### config.mk
export PLATFORM = sky130hd
export DESIGN_NAME = dma_chan_ctl
export DESIGN_NICKNAME = d
export VERILOG_FILES = /design/src/rtl/dcc_pkg.sv /design/src/rtl/dcc_lock.sv /design/src/rtl/dcc_flags.sv /design/src/rtl/dcc_chan.sv /design/src/rtl/dma_chan_ctl.sv
export SDC_FILE = /design/constraint.sdc
export NUM_CORES = 1
export LEC_CHECK = 0
export BUFFER_PORTS_ARGS = -buffer_cell sky130_fd_sc_hd__buf_2
export CAP_MARGIN = 20
export CORE_UTILIZATION = 55
export DETAILED_ROUTE_END_ITERATION = 10
export GPL_TIMING_DRIVEN = 0
export PLACE_DENSITY = 0.75
export SLEW_MARGIN = 10
export SYNTH_ARGS = -nofsm -noshare
export SYNTH_HDL_FRONTEND = slang
export SYNTH_SLANG_ARGS = --single-unit
export TNS_END_PERCENT = 50
### constraint.sdc
create_clock -name clk -period 2.38 [get_ports clk]
set_clock_uncertainty 0.2 [all_clocks]
set_input_delay 0.476 -clock clk [delete_from_list [all_inputs] [get_ports clk]]
set_output_delay 0.476 -clock clk [all_outputs]
set_load 0.01 [all_outputs]
### src/rtl/dcc_pkg.sv
`timescale 1ns/1ps
package dcc_pkg;
    typedef enum logic [1:0] {
        CH_IDLE   = 2'd0,
        CH_LAUNCH = 2'd1,
        CH_BUSY   = 2'd2,
        CH_RESET  = 2'd3
    } ch_state_e;

    // width of the offset inside one channel window
    localparam int OFS_W = 5;

    localparam logic [OFS_W-1:0] OFS_CTRL = 5'h00;
    localparam logic [OFS_W-1:0] OFS_STAT = 5'h02;
    localparam logic [OFS_W-1:0] OFS_CNT  = 5'h04;
    localparam logic [OFS_W-1:0] OFS_PLO  = 5'h0C;
    localparam logic [OFS_W-1:0] OFS_PHI  = 5'h0E;
    localparam logic [OFS_W-1:0] OFS_LUT  = 5'h10;
    localparam logic [OFS_W-1:0] OFS_FIN  = 5'h14;
    localparam logic [OFS_W-1:0] OFS_FOUT = 5'h16;

    // control bits
    localparam int CB_MASK = 8;
    localparam int CB_GO   = 7;
    localparam int CB_RST  = 5;

    // status bits
    localparam int SB_BUSERR = 0;
    localparam int SB_FIN    = 2;
    localparam int SB_STRAY  = 4;
    localparam int SB_HALT   = 6;
    localparam int STAT_W    = 8;

    localparam logic [7:0] LOCK_KEY = 8'd7;
endpackage

### src/rtl/dcc_lock.sv
`timescale 1ns/1ps
module dcc_lock
    import dcc_pkg::*;
#(
    parameter int AW = 8,
    parameter int DW = 16,
    parameter logic [AW-1:0] ADDR = 'hC7
) (
    input  logic          clk,
    input  logic          rst_n,
    input  logic          wr,
    input  logic          rd,
    input  logic [AW-1:0] addr,
    input  logic [7:0]    wbyte,
    output logic [DW-1:0] rdata,
    output logic          unlocked
);
    logic [7:0] key_q;
    logic       hit;

    assign hit = (addr == ADDR);

    always_ff @(posedge clk or negedge rst_n) begin
        if (!rst_n)
            key_q <= '0;
        else if (wr && hit)
            key_q <= wbyte;
    end

    assign unlocked = (key_q == LOCK_KEY);
    assign rdata    = (rd && hit) ? DW'(key_q) : '0;
endmodule

### src/rtl/dcc_flags.sv
`timescale 1ns/1ps
module dcc_flags #(
    parameter int FW = 8
) (
    input  logic          clk,
    input  logic          rst_n,
    input  logic          clr_all,
    input  logic          rd_clr,
    input  logic [FW-1:0] set,
    output logic [FW-1:0] flags
);
    // set beats a read clear; a reset clear beats everything
    always_ff @(posedge clk or negedge rst_n) begin
        if (!rst_n)
            flags <= '0;
        else if (clr_all)
            flags <= '0;
        else
            flags <= (rd_clr ? '0 : flags) | set;
    end
endmodule

### src/rtl/dcc_chan.sv
`timescale 1ns/1ps
module dcc_chan
    import dcc_pkg::*;
#(
    parameter int DW = 16
) (
    input  logic             clk,
    input  logic             rst_n,
    input  logic             sel,
    input  logic             wr,
    input  logic             rd,
    input  logic [OFS_W-1:0] ofs,
    input  logic [DW-1:0]    wdata,
    input  logic             unlocked,
    input  logic             ev_buserr,
    input  logic             ev_stray,
    input  logic             ev_halt,
    input  logic             ev_done,
    output logic [DW-1:0]    rdata,
    output logic             start,
    output logic             eng_rst,
    output logic             irq
);
    ch_state_e state_q, state_d;

    logic              mask_q;
    logic [1:0]        pio_q;
    logic [DW-1:0]     cnt_q, plo_q, phi_q, lut_q, fin_q, fout_q;
    logic [STAT_W-1:0] stat, evts;
    logic              wr_ctrl, rst_req, go_req, active, busy, fin_evt;

    assign wr_ctrl = sel && wr && (ofs == OFS_CTRL);
    assign rst_req = wr_ctrl && wdata[CB_RST];
    assign go_req  = wr_ctrl && wdata[CB_GO];
    assign active  = (state_q == CH_LAUNCH) || (state_q == CH_BUSY);

    // state register
    always_ff @(posedge clk or negedge rst_n) begin
        if (!rst_n)
            state_q <= CH_IDLE;
        else
            state_q <= state_d;
    end

    // transitions
    always_comb begin
        state_d = state_q;
        unique case (state_q)
            CH_IDLE: begin
                if (rst_req)
                    state_d = CH_RESET;
                else if (go_req && unlocked)
                    state_d = CH_LAUNCH;
            end
            CH_LAUNCH, CH_BUSY: begin
                if (rst_req)
                    state_d = CH_RESET;
                else if (wr_ctrl && !wdata[CB_GO])
                    state_d = CH_IDLE;
                else if (ev_done)
                    state_d = CH_IDLE;
                else
                    state_d = CH_BUSY;
            end
            CH_RESET: begin
                if (wr_ctrl && !wdata[CB_RST])
                    state_d = CH_IDLE;
            end
        endcase
    end

    // outputs
    always_comb begin
        start   = (state_q == CH_LAUNCH);
        eng_rst = (state_q == CH_RESET);
        busy    = active;
        irq     = (|stat) && !mask_q;
    end

    assign fin_evt = active && ev_done && !rst_req;

    always_comb begin
        evts            = '0;
        evts[SB_BUSERR] = ev_buserr;
        evts[SB_FIN]    = fin_evt;
        evts[SB_STRAY]  = ev_stray;
        evts[SB_HALT]   = ev_halt;
    end

    dcc_flags #(.FW(STAT_W)) u_flags (
        .clk     (clk),
        .rst_n   (rst_n),
        .clr_all ((state_q == CH_RESET) || rst_req),
        .rd_clr  (sel && rd && (ofs == OFS_STAT)),
        .set     (evts),
        .flags   (stat)
    );

    // register file
    always_ff @(posedge clk or negedge rst_n) begin
        if (!rst_n) begin
            mask_q <= 1'b1;
            pio_q  <= '0;
            cnt_q  <= '0;
            plo_q  <= '0;
            phi_q  <= '0;
            lut_q  <= '0;
            fin_q  <= '0;
            fout_q <= '0;
        end else if (sel && wr) begin
            case (ofs)
                OFS_CTRL: begin
                    mask_q <= wdata[CB_MASK];
                    pio_q  <= wdata[1:0];
                end
                OFS_CNT:  cnt_q  <= wdata;
                OFS_PLO:  plo_q  <= wdata;
                OFS_PHI:  phi_q  <= wdata;
                OFS_LUT:  lut_q  <= wdata;
                OFS_FIN:  fin_q  <= wdata;
                OFS_FOUT: fout_q <= wdata;
                default: ;
            endcase
        end
    end

    // read mux
    always_comb begin
        rdata = '0;
        if (sel && rd) begin
            case (ofs)
                OFS_CTRL: begin
                    rdata[CB_MASK] = mask_q;
                    rdata[CB_GO]   = busy;
                    rdata[CB_RST]  = eng_rst;
                    rdata[1:0]     = pio_q;
                end
                OFS_STAT: rdata = DW'(stat);
                OFS_CNT:  rdata = cnt_q;
                OFS_PLO:  rdata = plo_q;
                OFS_PHI:  rdata = phi_q;
                OFS_LUT:  rdata = lut_q;
                OFS_FIN:  rdata = fin_q;
                OFS_FOUT: rdata = fout_q;
                default:  rdata = '0;
            endcase
        end
    end
endmodule

### src/rtl/dma_chan_ctl.sv
`timescale 1ns/1ps
module dma_chan_ctl
    import dcc_pkg::*;
#(
    parameter int NCH = 2,
    parameter int AW  = 8,
    parameter int DW  = 16,
    parameter logic [AW-1:0] CH_BASE   = 'h80,
    parameter logic [AW-1:0] LOCK_ADDR = 'hC7
) (
    input  logic           clk,
    input  logic           rst_n,
    input  logic           bus_wr,
    input  logic           bus_rd,
    input  logic [AW-1:0]  bus_addr,
    input  logic [DW-1:0]  bus_wdata,
    output logic [DW-1:0]  bus_rdata,
    input  logic [NCH-1:0] ev_buserr,
    input  logic [NCH-1:0] ev_stray,
    input  logic [NCH-1:0] ev_halt,
    input  logic [NCH-1:0] ev_done,
    output logic [NCH-1:0] eng_start,
    output logic [NCH-1:0] eng_reset,
    output logic [NCH-1:0] irq
);
    localparam int BW = AW - OFS_W;
    localparam logic [BW-1:0] BASE_BLK = CH_BASE[AW-1:OFS_W];

    logic          unlocked;
    logic [DW-1:0] lock_rd;
    logic [DW-1:0] ch_rd [NCH];

    dcc_lock #(.AW(AW), .DW(DW), .ADDR(LOCK_ADDR)) u_lock (
        .clk      (clk),
        .rst_n    (rst_n),
        .wr       (bus_wr),
        .rd       (bus_rd),
        .addr     (bus_addr),
        .wbyte    (bus_wdata[7:0]),
        .rdata    (lock_rd),
        .unlocked (unlocked)
    );

    for (genvar g = 0; g < NCH; g++) begin : g_ch
        localparam logic [BW-1:0] MY_BLK = BASE_BLK + BW'(g);
        logic sel;
        assign sel = (bus_addr[AW-1:OFS_W] == MY_BLK);

        dcc_chan #(.DW(DW)) u_chan (
            .clk       (clk),
            .rst_n     (rst_n),
            .sel       (sel),
            .wr        (bus_wr),
            .rd        (bus_rd),
            .ofs       (bus_addr[OFS_W-1:0]),
            .wdata     (bus_wdata),
            .unlocked  (unlocked),
            .ev_buserr (ev_buserr[g]),
            .ev_stray  (ev_stray[g]),
            .ev_halt   (ev_halt[g]),
            .ev_done   (ev_done[g]),
            .rdata     (ch_rd[g]),
            .start     (eng_start[g]),
            .eng_rst   (eng_reset[g]),
            .irq       (irq[g])
        );
    end

    always_comb begin
        bus_rdata = lock_rd;
        for (int i = 0; i < NCH; i++)
            bus_rdata = bus_rdata | ch_rd[i];
    end
endmodule

==> summary.log <==
qor: clock_tree.clk_path_buf_depth 3
qor: place.dpl.cell_count 1090
qor: detailed_routing.postRouteAntennaNets 0
qor: cells_and_area.post_layout_nonfiller_instances 1161
qor: global_route.overall_global_routing_resource_usage 0.322
qor: detailed_routing.detail_route.first_pass.iterations 8
qor: place.gp_congestion 0.895
qor: sta.setup_repair_after_global_routing_missed_its_margin yes
qor: worst_setup_path.timing.critical_path.fanout_max 6
qor: yosys.yosysWarnings 0
qor: sta.timing_max_transition_violations_final 0
qor: worst_setup_path.crit_arrival 2.27 ns
qor: die.io_pins 58
qor: worst_setup_path.critical_path.startpoint_type input port
qor: worst_setup_path.worst_path_dominant_cell_family simple AND/OR/NAND/NOR gates
qor: cells_and_area.post_route_cells_drive_above_1_share 0.462
qor: worst_setup_path.cp_num_buf_inv 4
qor: die.die_x 139 um
qor: detailed_routing.drt-wirelength-per-cell 26.2 um
qor: yosys.synth.top_cells.by_count 216 x dfrtp_1, 185 x mux2_2, 70 x a22oi_1
qor: detailed_routing.final_routed_wirelength 30.5 mm
qor: clock_tree.cts_h_tree_depth 1
qor: die.fp.coreArea 18200 um2
qor: detailed_routing.post_drt_via_cell_ratio 6.62
qor: detailed_routing.highest_layer met4
qor: cells_and_area.insertedDiodeCount 0
qor: worst_setup_path.worst_r2r_src u_lock.key_q[5]
qor: yosys.number_of_enable_flip_flop_cells_after_synthesis 0
qor: yosys.synth_fp_nets 847
qor: detailed_routing.met2RoutedLength 13.6 mm
qor: worst_hold_path.hold_sp bus_wdata[10]
qor: pwr.irDropWorstVdd 641 uV
qor: global_route.grt_antenna_before_repair 0
qor: cells_and_area.final_nets 961
qor: worst_setup_path.rr_endpoint g_ch[0].u_chan.state_q[1]
qor: worst_setup_path.critical-path-max-stage-delay 0.57 ns
qor: yosys.postSynth.topFlopCell dfrtp_1
qor: pwr.totalPowerFinal 8980 uW
qor: yosys.synth_cells 803
qor: detailed_routing.drcViolationCount 7
qor: sta.layout_worst_path_cycle_share 1.24
qor: clock_tree.clock-sinks 218
qor: yosys.synth_top_cell_by_area dfrtp_1
qor: worst_setup_path.most_repeated_library_cell_on_the_critical_path buf_8
qor: yosys.syn-mean-instance-area 12.9 um2
qor: sta.max_freq 339 MHz
qor: sta.tightestPinTransition 0.860 ns
qor: worst_setup_path.r2r_cells 5
qor: pwr.cellLeakagePower 0.00603 uW
qor: clock_tree.clk_latency 0.52 ns
qor: place.io_buffer_count 56
qor: cells_and_area.areaGrowthSynthToFinish 21.1%
qor: outcome.violations DRC, setup timing
qor: yosys.synth_most_common_cell dfrtp_1
qor: outcome.status finished with violations
qor: worst_setup_path.setup.worst_path.class input port to output pin
qor: detailed_routing.wl_met3 2.67 mm
qor: worst_setup_path.cpMaxStageDelayCell or4b_4
qor: yosys.synth.area.top_cells dfrtp_1 52%, mux2_2 20%, a22oi_1 5.1%
qor: worst_setup_path.worst-r2r-setup-slack 0.31 ns
qor: detailed_routing.detailroute.via_count 7691
qor: global_route.grt_first_pass_wirelength 46.7 mm
qor: clock_tree.number_of_cts_inserted_buffers 24
qor: sta.finalSetupViolations 26
qor: worst_hold_path.hold_class input port to register
qor: place.dpl.hpwl 18.3 mm
qor: die.floorplan.die.height 139 um
qor: global_route.globalRouteOverflowTotal 0
qor: die.floorplan.rows 49
qor: job.max_cap_violations 0
qor: sta.worst_slew_margin_rel 0.422
qor: worst_setup_path.cp_data_required_time 1.70 ns
qor: yosys.netlist-cell-type-count 59
qor: worst_hold_path.worstHoldEndpoint g_ch[0].u_chan.fout_q[10]
qor: sta.setup_ws -0.567 ns
qor: clock_tree.clock_tree_from_tritoncts yes
qor: sta.final-hold-violation-count 0
qor: die.dieArea 19400 um2
qor: yosys.yosys_register_bits 218
qor: clock_tree.clk_transition_reported_paths 0.06 ns
qor: detailed_routing.met1_length 12.6 mm
qor: die.initial_core_util 0.568
qor: worst_setup_path.timing.critical_path.cells buf_8 > buf_8 > or4b_4 > nor2_8 > buf_12 > a22oi_2 > a31o_1 > o211ai_2 > buf_2
qor: global_route.grt_start_max_net_pins 104
qor: sta.layout_min_cycle_time 2.95 ns
qor: yosys.netlist_area 10300 um2
qor: yosys.synth_async_sr_flop_share 1.00
qor: worst_hold_path.min_path_cells 2
qor: clock_tree.cts.root.buffer_cell clkbuf_16
qor: yosys.portion_of_synthesized_cell_area_occupied_by_the_leading_cell_type 0.522
qor: pwr.cellPowerDensity 717 nW/um2
qor: worst_setup_path.crit_path_end_kind output pin
qor: detailed_routing.drt_iter0_drc 597
qor: yosys.synth-seq-area-share 0.528
qor: global_route.grt_pass1_vias 7740
-- worst register-to-register path, stage by stage, from the launching register on --
cell,delay (ns)
dfrtp_1,0.40
nor4b_1,0.49
a41oi_1,0.26
o21ai_0,0.20
nand2_1,0.11
mux2_2,0.28
-- placed cells by master (no fill, tap or decap), drive strengths merged, types with 3 or more instances in the layout --
cell / n
a22o: 8
and2: 5
o211ai: 5
buf: 124
clkbuf: 63
a2111o: 3
mux2i: 10
dfrtp: 216
a21o: 8
a222oi: 7
a31oi: 14
inv: 4
clkinv: 6
a22oi: 70
nor4: 3
a21oi: 21
nor2b: 10
nor2: 25
mux2: 205
nand2: 35
ha: 8
nor4b: 3
o21ai: 5
dlygate4sd3: 6
nand3: 15
a211o: 4
a221oi: 3
and3: 5
nor3: 8
-- worst max-delay path by stage --
| stage | from | end | slack [ns] | depth (start not counted) |
|---|---|---|---|---|
| final | bus_addr[0] | bus_rdata[4] | -0.57 | 9 |
| after global placement | rst_n | g_ch[1].u_chan.fout_q[12] | -3.13 | 1 |
| after floorplan | bus_addr[0] | bus_rdata[4] | -0.19 | 8 |
| after CTS | bus_addr[0] | bus_rdata[4] | -0.55 | 10 |
| after global routing | g_ch[0].u_chan.u_flags.flags[4] | bus_rdata[4] | -0.60 | 5 |
| after detailed placement | bus_addr[3] | bus_rdata[14] | -1.27 | 9 |
-- flip-flops by register name, indices dropped and copies added (netlist names) --
name,count
g_ch.u_chan.cnt_q,32
g_ch.u_chan.fout_q,32
g_ch.u_chan.mask_q,2
u_lock.key_q,8
g_ch.u_chan.lut_q,32
g_ch.u_chan.phi_q,32
g_ch.u_chan.plo_q,32
g_ch.u_chan.u_flags.flags,8
g_ch.u_chan.state_q,4
g_ch.u_chan.pio_q,4
g_ch.u_chan.fin_q,32
-- what timing repair did --
| item | 4_1_cts | 5_1_grt |
|---|---|---|
| cloned | 2 | 0 |
| buffers inserted | 20 | 10 |
| pin swaps | 15 | 21 |
| hold endpoints to repair | 119 | 0 |
| setup endpoints to repair | 56 | 76 |
| hold buffers | 6 | 0 |
| gates resized for setup | 73 | 33 |
-- where the power goes --
| group | leakage, uW | switching [uW] | internal, uW |
|---|---|---|---|
| registers | 0.00296 | 217 | 3960 |
| logic | 0.00268 | 576 | 514 |
| clock network | 0.000392 | 1490 | 2220 |
| total | 0.00603 | 2280 | 6700 |
-- stage by stage --
step,hold WS [ns],TNS (ns),cell area (um2),util,setup WS [ns]
3_3_place_gp,0.253,-761.18,10900,0.601,-3.13
4_1_cts,0.00621,-10.25,12300,0.677,-0.554
2_1_floorplan,-0.0196,-2.57,10400,-,-0.188
5_1_grt,0.0284,-10.66,12500,0.688,-0.600
6_report,0.0187,-8.27,12500,0.688,-0.567
3_5_place_dp,0.113,-87.57,11000,0.604,-1.27
-- metal layers --
metal  vias to the layer above  GRT usage
met5                         -          0
met4                         0      0.164
met3                       125     0.0777
met2                       421      0.476
met1                      3938      0.444
li1                       3207          -
-- area by class of cell --
| type | instances | area [um2] |
|---|---|---|
| clock buffers | 33 | 684 |
| plain buffers | 65 | 487 |
| well taps | 229 | 287 |
| flip-flops and latches | 218 | 5460 |
| inverters | 4 | 15.0 |
| repair buffers | 95 | 762 |
| clock inverters | 8 | 109 |
| fillers | 1249 | 5680 |
| multi-input cells | 509 | 4730 |
-- logic make-up after synthesis --
family	share of synthesized area
flip-flops	0.528
multiplexers	0.240
AO/OA/AOI/OAI	0.111
AND/OR/NAND/NOR	0.0717
buffers and inverters	0.0402
adder cells (fa/ha/maj)	0.00968
Note: power is estimated with default switching activity, not from simulation.
